## config.mk

```make
export PLATFORM = sky130hd
export DESIGN_NAME = vid_addr_gen
export DESIGN_NICKNAME = d
export VERILOG_FILES = /design/src/rtl/vag_pkg.sv /design/src/rtl/vag_rst_sync.sv /design/src/rtl/vag_xlate.sv /design/src/rtl/vag_raster_cnt.sv /design/src/rtl/vag_frame_flags.sv /design/src/rtl/vid_addr_gen.sv
export SDC_FILE = /design/constraint.sdc
export NUM_CORES = 1
export LEC_CHECK = 0
export ABC_CLOCK_PERIOD_IN_PS = 1200
export BUFFER_PORTS_ARGS = -buffer_cell sky130_fd_sc_hd__buf_2
export CAP_MARGIN = 20
export CORE_MARGIN = 3
export CORE_UTILIZATION = 43
export DETAILED_ROUTE_END_ITERATION = 10
export GPL_TIMING_DRIVEN = 0
export HOLD_SLACK_MARGIN = 0.12
export PLACE_DENSITY = 0.79
export REMOVE_ABC_BUFFERS = 1
export SYNTH_ARGS = -nofsm -noshare
export SYNTH_HDL_FRONTEND = slang
export SYNTH_SLANG_ARGS = --single-unit
export TNS_END_PERCENT = 50
```

## constraint.sdc

```tcl
create_clock -name clk -period 1.2 [get_ports clk]
set_input_delay 0.06 -clock clk [delete_from_list [all_inputs] [get_ports clk]]
set_output_delay 0.06 -clock clk [all_outputs]
set_load 0.01 [all_outputs]
```

## src/rtl/vag_pkg.sv

```systemverilog
package vag_pkg;

  // Fixed screen geometry
  localparam int SCR_ROWS   = 192;
  localparam int SCR_COLS   = 32;
  localparam int ROW_W      = $clog2(256);
  localparam int COL_W      = $clog2(SCR_COLS);
  localparam int LINE_SEL_W = 3;   // pixel line inside an 8-line cell
  localparam int CELL_SEL_W = 3;   // cell row inside a band
  localparam int BAND_W     = ROW_W - LINE_SEL_W - CELL_SEL_W;
  localparam int OFF_W      = BAND_W + LINE_SEL_W + CELL_SEL_W + COL_W;
  localparam int BMP_BYTES  = SCR_ROWS * SCR_COLS;

  typedef logic [ROW_W-1:0] row_t;
  typedef logic [COL_W-1:0] col_t;
  typedef logic [OFF_W-1:0] off_t;

  typedef struct packed {
    logic line_start;
    logic frame_start;
    logic frame_done;
  } scan_flags_t;

endpackage

```

## src/rtl/vag_rst_sync.sv

```systemverilog
module vag_rst_sync #(
  parameter int STAGES = 2
) (
  input  logic clk,
  input  logic rst_n_in,
  output logic rst_n_out
);

  logic [STAGES-1:0] sync_q;
  logic [STAGES-1:0] sync_d;

  always_comb begin
    sync_d = {sync_q[STAGES-2:0], 1'b1};
  end

  always_ff @(posedge clk or negedge rst_n_in) begin
    if (!rst_n_in) sync_q <= '0;
    else           sync_q <= sync_d;
  end

  assign rst_n_out = sync_q[STAGES-1];

endmodule

```

## src/rtl/vag_xlate.sv

```systemverilog
module vag_xlate
  import vag_pkg::*;
(
  input  row_t row,
  input  col_t col,
  output off_t offset,
  output logic oor
);

  localparam int LINE_LO = 0;
  localparam int CELL_LO = LINE_SEL_W;
  localparam int BAND_LO = LINE_SEL_W + CELL_SEL_W;

  logic [LINE_SEL_W-1:0] line_sel;
  logic [CELL_SEL_W-1:0] cell_sel;
  logic [BAND_W-1:0]     band_sel;
  off_t                  raw_off;

  always_comb begin
    line_sel = row[LINE_LO +: LINE_SEL_W];
    cell_sel = row[CELL_LO +: CELL_SEL_W];
    band_sel = row[BAND_LO +: BAND_W];
    raw_off  = {band_sel, line_sel, cell_sel, col};
    oor      = (row >= row_t'(SCR_ROWS));
    offset   = oor ? '0 : raw_off;
  end

endmodule

```

## src/rtl/vag_raster_cnt.sv

```systemverilog
module vag_raster_cnt
  import vag_pkg::*;
(
  input  logic clk,
  input  logic rst_n,
  input  logic clr,
  input  logic en,
  output row_t row,
  output col_t col,
  output logic wrap
);

  localparam row_t LAST_ROW = row_t'(SCR_ROWS - 1);
  localparam col_t LAST_COL = col_t'(SCR_COLS - 1);

  row_t row_q, row_d;
  col_t col_q, col_d;
  logic at_end;

  always_comb begin
    at_end = (row_q == LAST_ROW) && (col_q == LAST_COL);
    wrap   = en && !clr && at_end;
    row_d  = row_q;
    col_d  = col_q;
    if (clr) begin
      row_d = '0;
      col_d = '0;
    end else if (en) begin
      if (col_q == LAST_COL) begin
        col_d = '0;
        row_d = (row_q == LAST_ROW) ? '0 : row_q + row_t'(1);
      end else begin
        col_d = col_q + col_t'(1);
      end
    end
  end

  always_ff @(posedge clk or negedge rst_n) begin
    if (!rst_n) begin
      row_q <= '0;
      col_q <= '0;
    end else begin
      row_q <= row_d;
      col_q <= col_d;
    end
  end

  assign row = row_q;
  assign col = col_q;

  a_r6_hold: assert property (@(posedge clk) disable iff (!rst_n)
    (!en && !clr) |=> ($stable(row_q) && $stable(col_q)));

  a_r7_col_step: assert property (@(posedge clk) disable iff (!rst_n)
    (en && !clr && col_q != LAST_COL) |=>
      (col_q == $past(col_q) + col_t'(1)) && (row_q == $past(row_q)));

  a_r7_row_step: assert property (@(posedge clk) disable iff (!rst_n)
    (en && !clr && col_q == LAST_COL && row_q != LAST_ROW) |=>
      (col_q == '0) && (row_q == $past(row_q) + row_t'(1)));

  a_r7_row_range: assert property (@(posedge clk) disable iff (!rst_n)
    row_q < row_t'(SCR_ROWS));

  a_r9_clear: assert property (@(posedge clk) disable iff (!rst_n)
    clr |=> (row_q == '0) && (col_q == '0));

endmodule

```

## src/rtl/vag_frame_flags.sv

```systemverilog
module vag_frame_flags
  import vag_pkg::*;
(
  input  logic        clk,
  input  logic        rst_n,
  input  logic        clr,
  input  logic        wrap,
  input  row_t        row,
  input  col_t        col,
  output scan_flags_t flags
);

  logic done_q, done_d;

  always_comb begin
    done_d = wrap && !clr;
  end

  always_ff @(posedge clk or negedge rst_n) begin
    if (!rst_n) done_q <= 1'b0;
    else        done_q <= done_d;
  end

  always_comb begin
    flags.line_start  = (col == '0);
    flags.frame_start = (col == '0) && (row == '0);
    flags.frame_done  = done_q;
  end

  a_r8_done_at_origin: assert property (@(posedge clk) disable iff (!rst_n)
    done_q |-> (row == '0) && (col == '0));

  a_r8_done_single: assert property (@(posedge clk) disable iff (!rst_n)
    done_q |=> !done_q);

  a_r9_clear_no_done: assert property (@(posedge clk) disable iff (!rst_n)
    clr |=> !done_q);

endmodule

```

## src/rtl/vid_addr_gen.sv

```systemverilog
module vid_addr_gen
  import vag_pkg::*;
#(
  parameter int          ADDR_W = 16,
  parameter logic [15:0] BASE   = 16'h4000
) (
  input  logic              clk,
  input  logic              rst_n,
  input  logic [7:0]        xl_row,
  input  logic [4:0]        xl_col,
  output logic [ADDR_W-1:0] xl_addr,
  output logic              xl_oor,
  input  logic              sc_clr,
  input  logic              sc_en,
  output logic [ADDR_W-1:0] sc_addr,
  output logic [7:0]        sc_row,
  output logic [4:0]        sc_col,
  output logic              sc_line_start,
  output logic              sc_frame_start,
  output logic              sc_frame_done
);

  localparam int          NPATH  = 2;   // 0: translator, 1: scanner
  localparam int          PAD_W  = ADDR_W - OFF_W;
  localparam [ADDR_W-1:0] BASE_A = ADDR_W'(BASE);

  logic        rst_ns;
  row_t        path_row [NPATH];
  col_t        path_col [NPATH];
  off_t        path_off [NPATH];
  logic        path_oor [NPATH];
  logic [ADDR_W-1:0] path_addr [NPATH];
  row_t        scan_row;
  col_t        scan_col;
  logic        scan_wrap;
  scan_flags_t scan_flags;

  vag_rst_sync #(.STAGES(2)) u_rst (
    .clk       (clk),
    .rst_n_in  (rst_n),
    .rst_n_out (rst_ns)
  );

  vag_raster_cnt u_cnt (
    .clk   (clk),
    .rst_n (rst_ns),
    .clr   (sc_clr),
    .en    (sc_en),
    .row   (scan_row),
    .col   (scan_col),
    .wrap  (scan_wrap)
  );

  vag_frame_flags u_flags (
    .clk   (clk),
    .rst_n (rst_ns),
    .clr   (sc_clr),
    .wrap  (scan_wrap),
    .row   (scan_row),
    .col   (scan_col),
    .flags (scan_flags)
  );

  always_comb begin
    path_row[0] = xl_row;
    path_col[0] = xl_col;
    path_row[1] = scan_row;
    path_col[1] = scan_col;
  end

  for (genvar gi = 0; gi < NPATH; gi++) begin : g_path
    vag_xlate u_xl (
      .row    (path_row[gi]),
      .col    (path_col[gi]),
      .offset (path_off[gi]),
      .oor    (path_oor[gi])
    );
    assign path_addr[gi] = BASE_A + {{PAD_W{1'b0}}, path_off[gi]};
  end

  assign xl_addr        = path_addr[0];
  assign xl_oor         = path_oor[0];
  assign sc_addr        = path_addr[1];
  assign sc_row         = scan_row;
  assign sc_col         = scan_col;
  assign sc_line_start  = scan_flags.line_start;
  assign sc_frame_start = scan_flags.frame_start;
  assign sc_frame_done  = scan_flags.frame_done;

  a_r4_oor_base: assert property (@(posedge clk) disable iff (!rst_ns)
    xl_oor |-> (xl_addr == BASE_A));

  a_r1_in_window: assert property (@(posedge clk) disable iff (!rst_ns)
    !xl_oor |-> ((xl_addr - BASE_A) < ADDR_W'(BMP_BYTES)));

  a_r10_scan_in_window: assert property (@(posedge clk) disable iff (!rst_ns)
    (sc_addr - BASE_A) < ADDR_W'(BMP_BYTES));

endmodule

```

# == After elaboration in Yosys (flattened, before gate mapping) ==
# Cells that the tools add are included.
# W data, S select, Z words.
# word_totals
word_cells,32
inputBits,17
latch_bits,0
ram_bits,0
memories,0
mem_bits_ro,0
regBits,16
output_inout_bits,49
# op_classes
shift,0
mul,0
n_lt_le_gt_ge,2
n_mux,9
n_div,0
eq_ne,2
add_sub_neg,4
n_bitwise,0
n_reduce_logical,11
# ops
cell,count
$add A15 B13 Y16 const A,2
$mux W8,4
$mux W13,2
$ge A8 B8 Y1 const B,2
$mux W5,3
$add A8 B1 Y8 const B,1
$eq A8 B8 Y1 const B,1
$logic_not A8 Y1,1
$add A5 B1 Y5 const B,1
$eq A5 B5 Y1 const B,1
$logic_and A1 B1 Y1,5
$logic_not A5 Y1,1
$reduce_bool A2 Y1,2
$reduce_and A2 Y1,1
$logic_not A1 Y1,1

# == Logic depth before layout (Yosys ltp) ==
# logic_depth
ltp_word,5
ltp_mapped,6
mapped_depth_nobuf,6

# == Cells and area by module ==
# From an unflattened synthesis, not the netlist that was laid out.
# hier_totals
cells_unflattened,127
hier_area_um2,1246.2
# modules_own_cells
mod,cells_each,instances,area_per_inst_um2,seq_area_each_um2
vag_raster_cnt,76,1,728.2,325.3
vag_xlate,16,2,165.2,0.0
vag_frame_flags,8,1,81.3,25.0
vag_rst_sync,3,1,53.8,50.0
vid_addr_gen,8,1,52.6,0.0

# == Least setup slack after synthesis ==
# Ideal clock, no wire load.
# synth_path
kind,register to register
start,register u_cnt.col_q[0] (netlist: u_cnt.col[0])
end,register u_cnt.row_q[5] (netlist: u_cnt.row[5])
path_stages_with_launch,7
setup_time_ns,0.082
path_slack_ns,-0.641
period_less_slack_ns,1.841
arrival_ns,1.759
cell_sequence,dfrtp_1 -> ha_1 -> and3_1 -> ha_1 -> nand2_2 -> or4_1 -> a31oi_1
# synth_between
elab_chain_len,3
# synth_lines
element,line,rtl
"start, declared",vag_raster_cnt.sv:17,"col_t col_q, col_d;"
"start signal, assigned",vag_raster_cnt.sv:44,col_q <= col_d;
$eq A5 B5 Y1,vag_raster_cnt.sv:29,if (col_q == LAST_COL) begin
$reduce_bool A2 Y1 (no source line),-,
$reduce_and A2 Y1 (no source line),-,
"end signal, assigned",vag_raster_cnt.sv:43,row_q <= row_d;
"end, declared",vag_raster_cnt.sv:16,"row_t row_q, row_d;"
# No other way between the ends.
# A chain may end at the register's enable or synchronous reset.

# == Worst setup path in the final report ==
# layout_path
start,register u_cnt.col_q[1] (netlist: u_cnt.col[1])
end,output sc_frame_start
# layout_between
elab_chain_len,2
# layout_lines
element,line,rtl
$logic_not A5 Y1,vag_frame_flags.sv:26,flags.frame_start = (col == '0) && (row == '0);
$logic_and A1 B1 Y1,vag_frame_flags.sv:26,
"end, declared",vid_addr_gen.sv:19,"output logic sc_frame_start,"
# No other way between the ends.

==> results.toml <==
[setup_path]
critPathArrivalTime_ps = 1730
worst_setup_path_start_kind = "register"
slowest_delay_ps = 450
r2r_start = "u_cnt.col[1]"
path_cells = "inv_2 -> ha_4 -> nor4b_4 -> nand2_1 -> nor4_2 -> buf_2"
critPathSlowestCell = "dfrtp_1"
path_class = "register to primary output"
endpoint_kind = "primary output"
reg2regPathDepth = 6
crit_required_ps = 1140
startpoint = "u_cnt.col[1]"
cp_max_fo = 3

[floorplanning]
die_w_um = 57.1
rows = 17
die_h_um = 57.1
start_util = 0.480
io_pins = 66
core_um2 = 2340
dieArea_um2 = 3260

[logic_synthesis]
synthAdderAreaFrac = 0.0557
synth_edf_count = 0
synth-simple-area-share = 0.327
synth_mux_area_frac = 0.00891
synth_seq_area_share = 0.356
syn-instance-count = 130
synthArstFlopShare = 1.00
synth_area_per_cell_um2 = 8.64
ys_types = 35
synth_flop_cell = "dfrtp_1"
synth_xor_area_frac = 0.00780
netlist_area_um2 = 1120
synth_compound_area_frac = 0.125
synth_top_family_by_area = "simple AND/OR/NAND/NOR gates"
ys_warn_count = 0
synth-seq-cells = 16

[cts]
clock-root-buffer = "clkbuf_4"
clk_pin_slew_ps = 100
worstSkewPairLatency_ps = 290
cts_tree = "done"
cts_buffers = 3
clock-sinks = 16
clock_path_buffers = 2
cts_htree_levels = 1

[place]
dp_hpwl_um = 2350
dpl_worst_slack_ps = -819
placed_area_um2 = 1370
routabilityCongestion = 0.856
dp.cells = 210
portBuffers = 59

[layout]
fin_nets = 227
stdcell_count = 232
n_antenna_cell = 0
layout-area-overhead-vs-synth_pct = 53.0
fin_area_um2 = 1720
drive_gt1_frac = 0.510
layout_commonest_cell = "buf_2"
final_cell_mix = "56 x buf_2, 17 x and2_1, 12 x buf_4"

[route]
ant_nets = 0
drc = 0
totalWireLength_um = 3780
wl_per_cell_um = 16.3
vias_per_cell = 5.35
drt_iter0_markers = 59
vias = 1242
first_pass_iters = 4

[global_route]
grt.busiest_layer = "met2"
grt_use_total = 0.216
antenna_found_initial = 0
use_met3 = 0.0452
gr-usage-met1 = 0.254
grt_overflow = 0
grt_pass1_wl_um = 5590
grt_pass1_vias = 1172
use_met2 = 0.406
grt_max_degree = 16

[timing]
finalSetupViolCount = 29
rsz0062_at_grt = "yes"
final.setup_skew_ps = 8.22
hold_violations = 0
slew_headroom = 0.608
fin_tns_setup_ps = -7270
fin_crit_sh = 1.49
min_period_ps = 1790
fmax_ghz = 0.559
maxSlewViolCount = 0
hold_slack_ps = 213
setup_ws_ps = -589
tightest_slew_ps = 587

[run_status]
failed_checks = "setup timing"
status = "complete, but fails checks"

[worst_hold_path]
hp-class = "primary input to register"
whs_path_depth = 4
min-delay-start = "sc_en"

[pwr]
power_density_nw_per_um2 = 695
p_leak_nw = 0.904
ir_drop_uv = 804

[job]
maxCapViolations = 0
-- synthesized netlist by cell type, drive strengths merged, types with 4 or more instances --
| cell type | n | area [um2] |
|---|---|---|
| nor2 | 5 | 18.8 |
| o21ai | 5 | 25.0 |
| nand3 | 5 | 25.0 |
| and2 | 19 | 120 |
| or4 | 4 | 30.0 |
| inv | 7 | 26.3 |
| a21oi | 12 | 60.1 |
| nor2b | 4 | 25.0 |
| ha | 5 | 62.6 |
| dfrtp | 16 | 400 |
| buf | 9 | 78.8 |
| nand2 | 12 | 47.6 |
-- worst max-delay path: cells and delay by family, from the launching register on --
family / cells / cell delay, ps
and+or+nand+nor: 3 / 560
DFF: 1 / 450
adders and majority gates: 1 / 130
buffers and inverters: 2 / 300
-- flip-flops by register name, summed over array words and instances (netlist names) --
register / flops
u_cnt.row: 8
u_cnt.col: 5
u_flags.done_q: 1
u_rst.sync_q: 2
-- worst paths after layout --
path                                        end  slack (ps)
max in group asynchronous       u_rst.sync_q[0]         460
worst min register to register     u_cnt.row[5]         240
worst min-delay path               u_cnt.col[2]         210
worst max register to register     u_cnt.row[3]        -550
min in group asynchronous          u_cnt.row[5]         240
worst max-delay path             sc_frame_start        -590
-- final cells by class --
cell class	instances	area [um2]
inverters	7	26.3
multi-input cells	100	747
flip-flops and latches	16	408
fillers	169	621
well taps	28	35.0
clock buffers	4	36.3
repair buffers	77	467
-- routing by layer --
layer | vias up | part of all wire | wire, um
met1 | 583 | 0.36 | 1370
met3 | 11 | 0.065 | 247
met4 | 0 | 0.019 | 73
li1 | 586 | - | -
met2 | 62 | 0.55 | 2090
met5 | - | 0 | 0
-- kinds of logic (layout without fill, tap and decap cells) --
group                    count (synthesis)  after routing
AND/OR/NAND/NOR                         62             62
flip-flops                              16             16
XOR/XNOR                                 1              1
AO/OA/AOI/OAI                           24             24
other                                    2              7
buffers and inverters                   19             88
multiplexers                             1              1
adder cells (fa/ha/maj)                  5              5
-- metrics by stage --
stage | util | power, W
6_report | 0.735 | 0.00120
5_1_grt | 0.735 | 0.00127
4_1_cts | 0.667 | 0.00118
3_5_place_dp | 0.587 | 0.000783
3_3_place_gp | 0.587 | 0.000774
2_1_floorplan | - | 0.000675
-- power by group --
group	switching, W	internal [W]
Combinational	0.000135	0.000125
Sequential	0.0000251	0.000550
Clock	0.000175	0.000185
Total	0.000335	0.000860
-- repair_timing --
| item | CTS | global route |
|---|---|---|
| endpoints found under the hold margin | 9 | 0 |
| buffers inserted | 7 | 7 |
| setup endpoints to repair | 29 | 30 |
| resized for setup | 15 | 26 |
| pin swaps | 10 | 4 |
| hold buffers | 4 | 0 |
(Power assumes the default switching activity.)
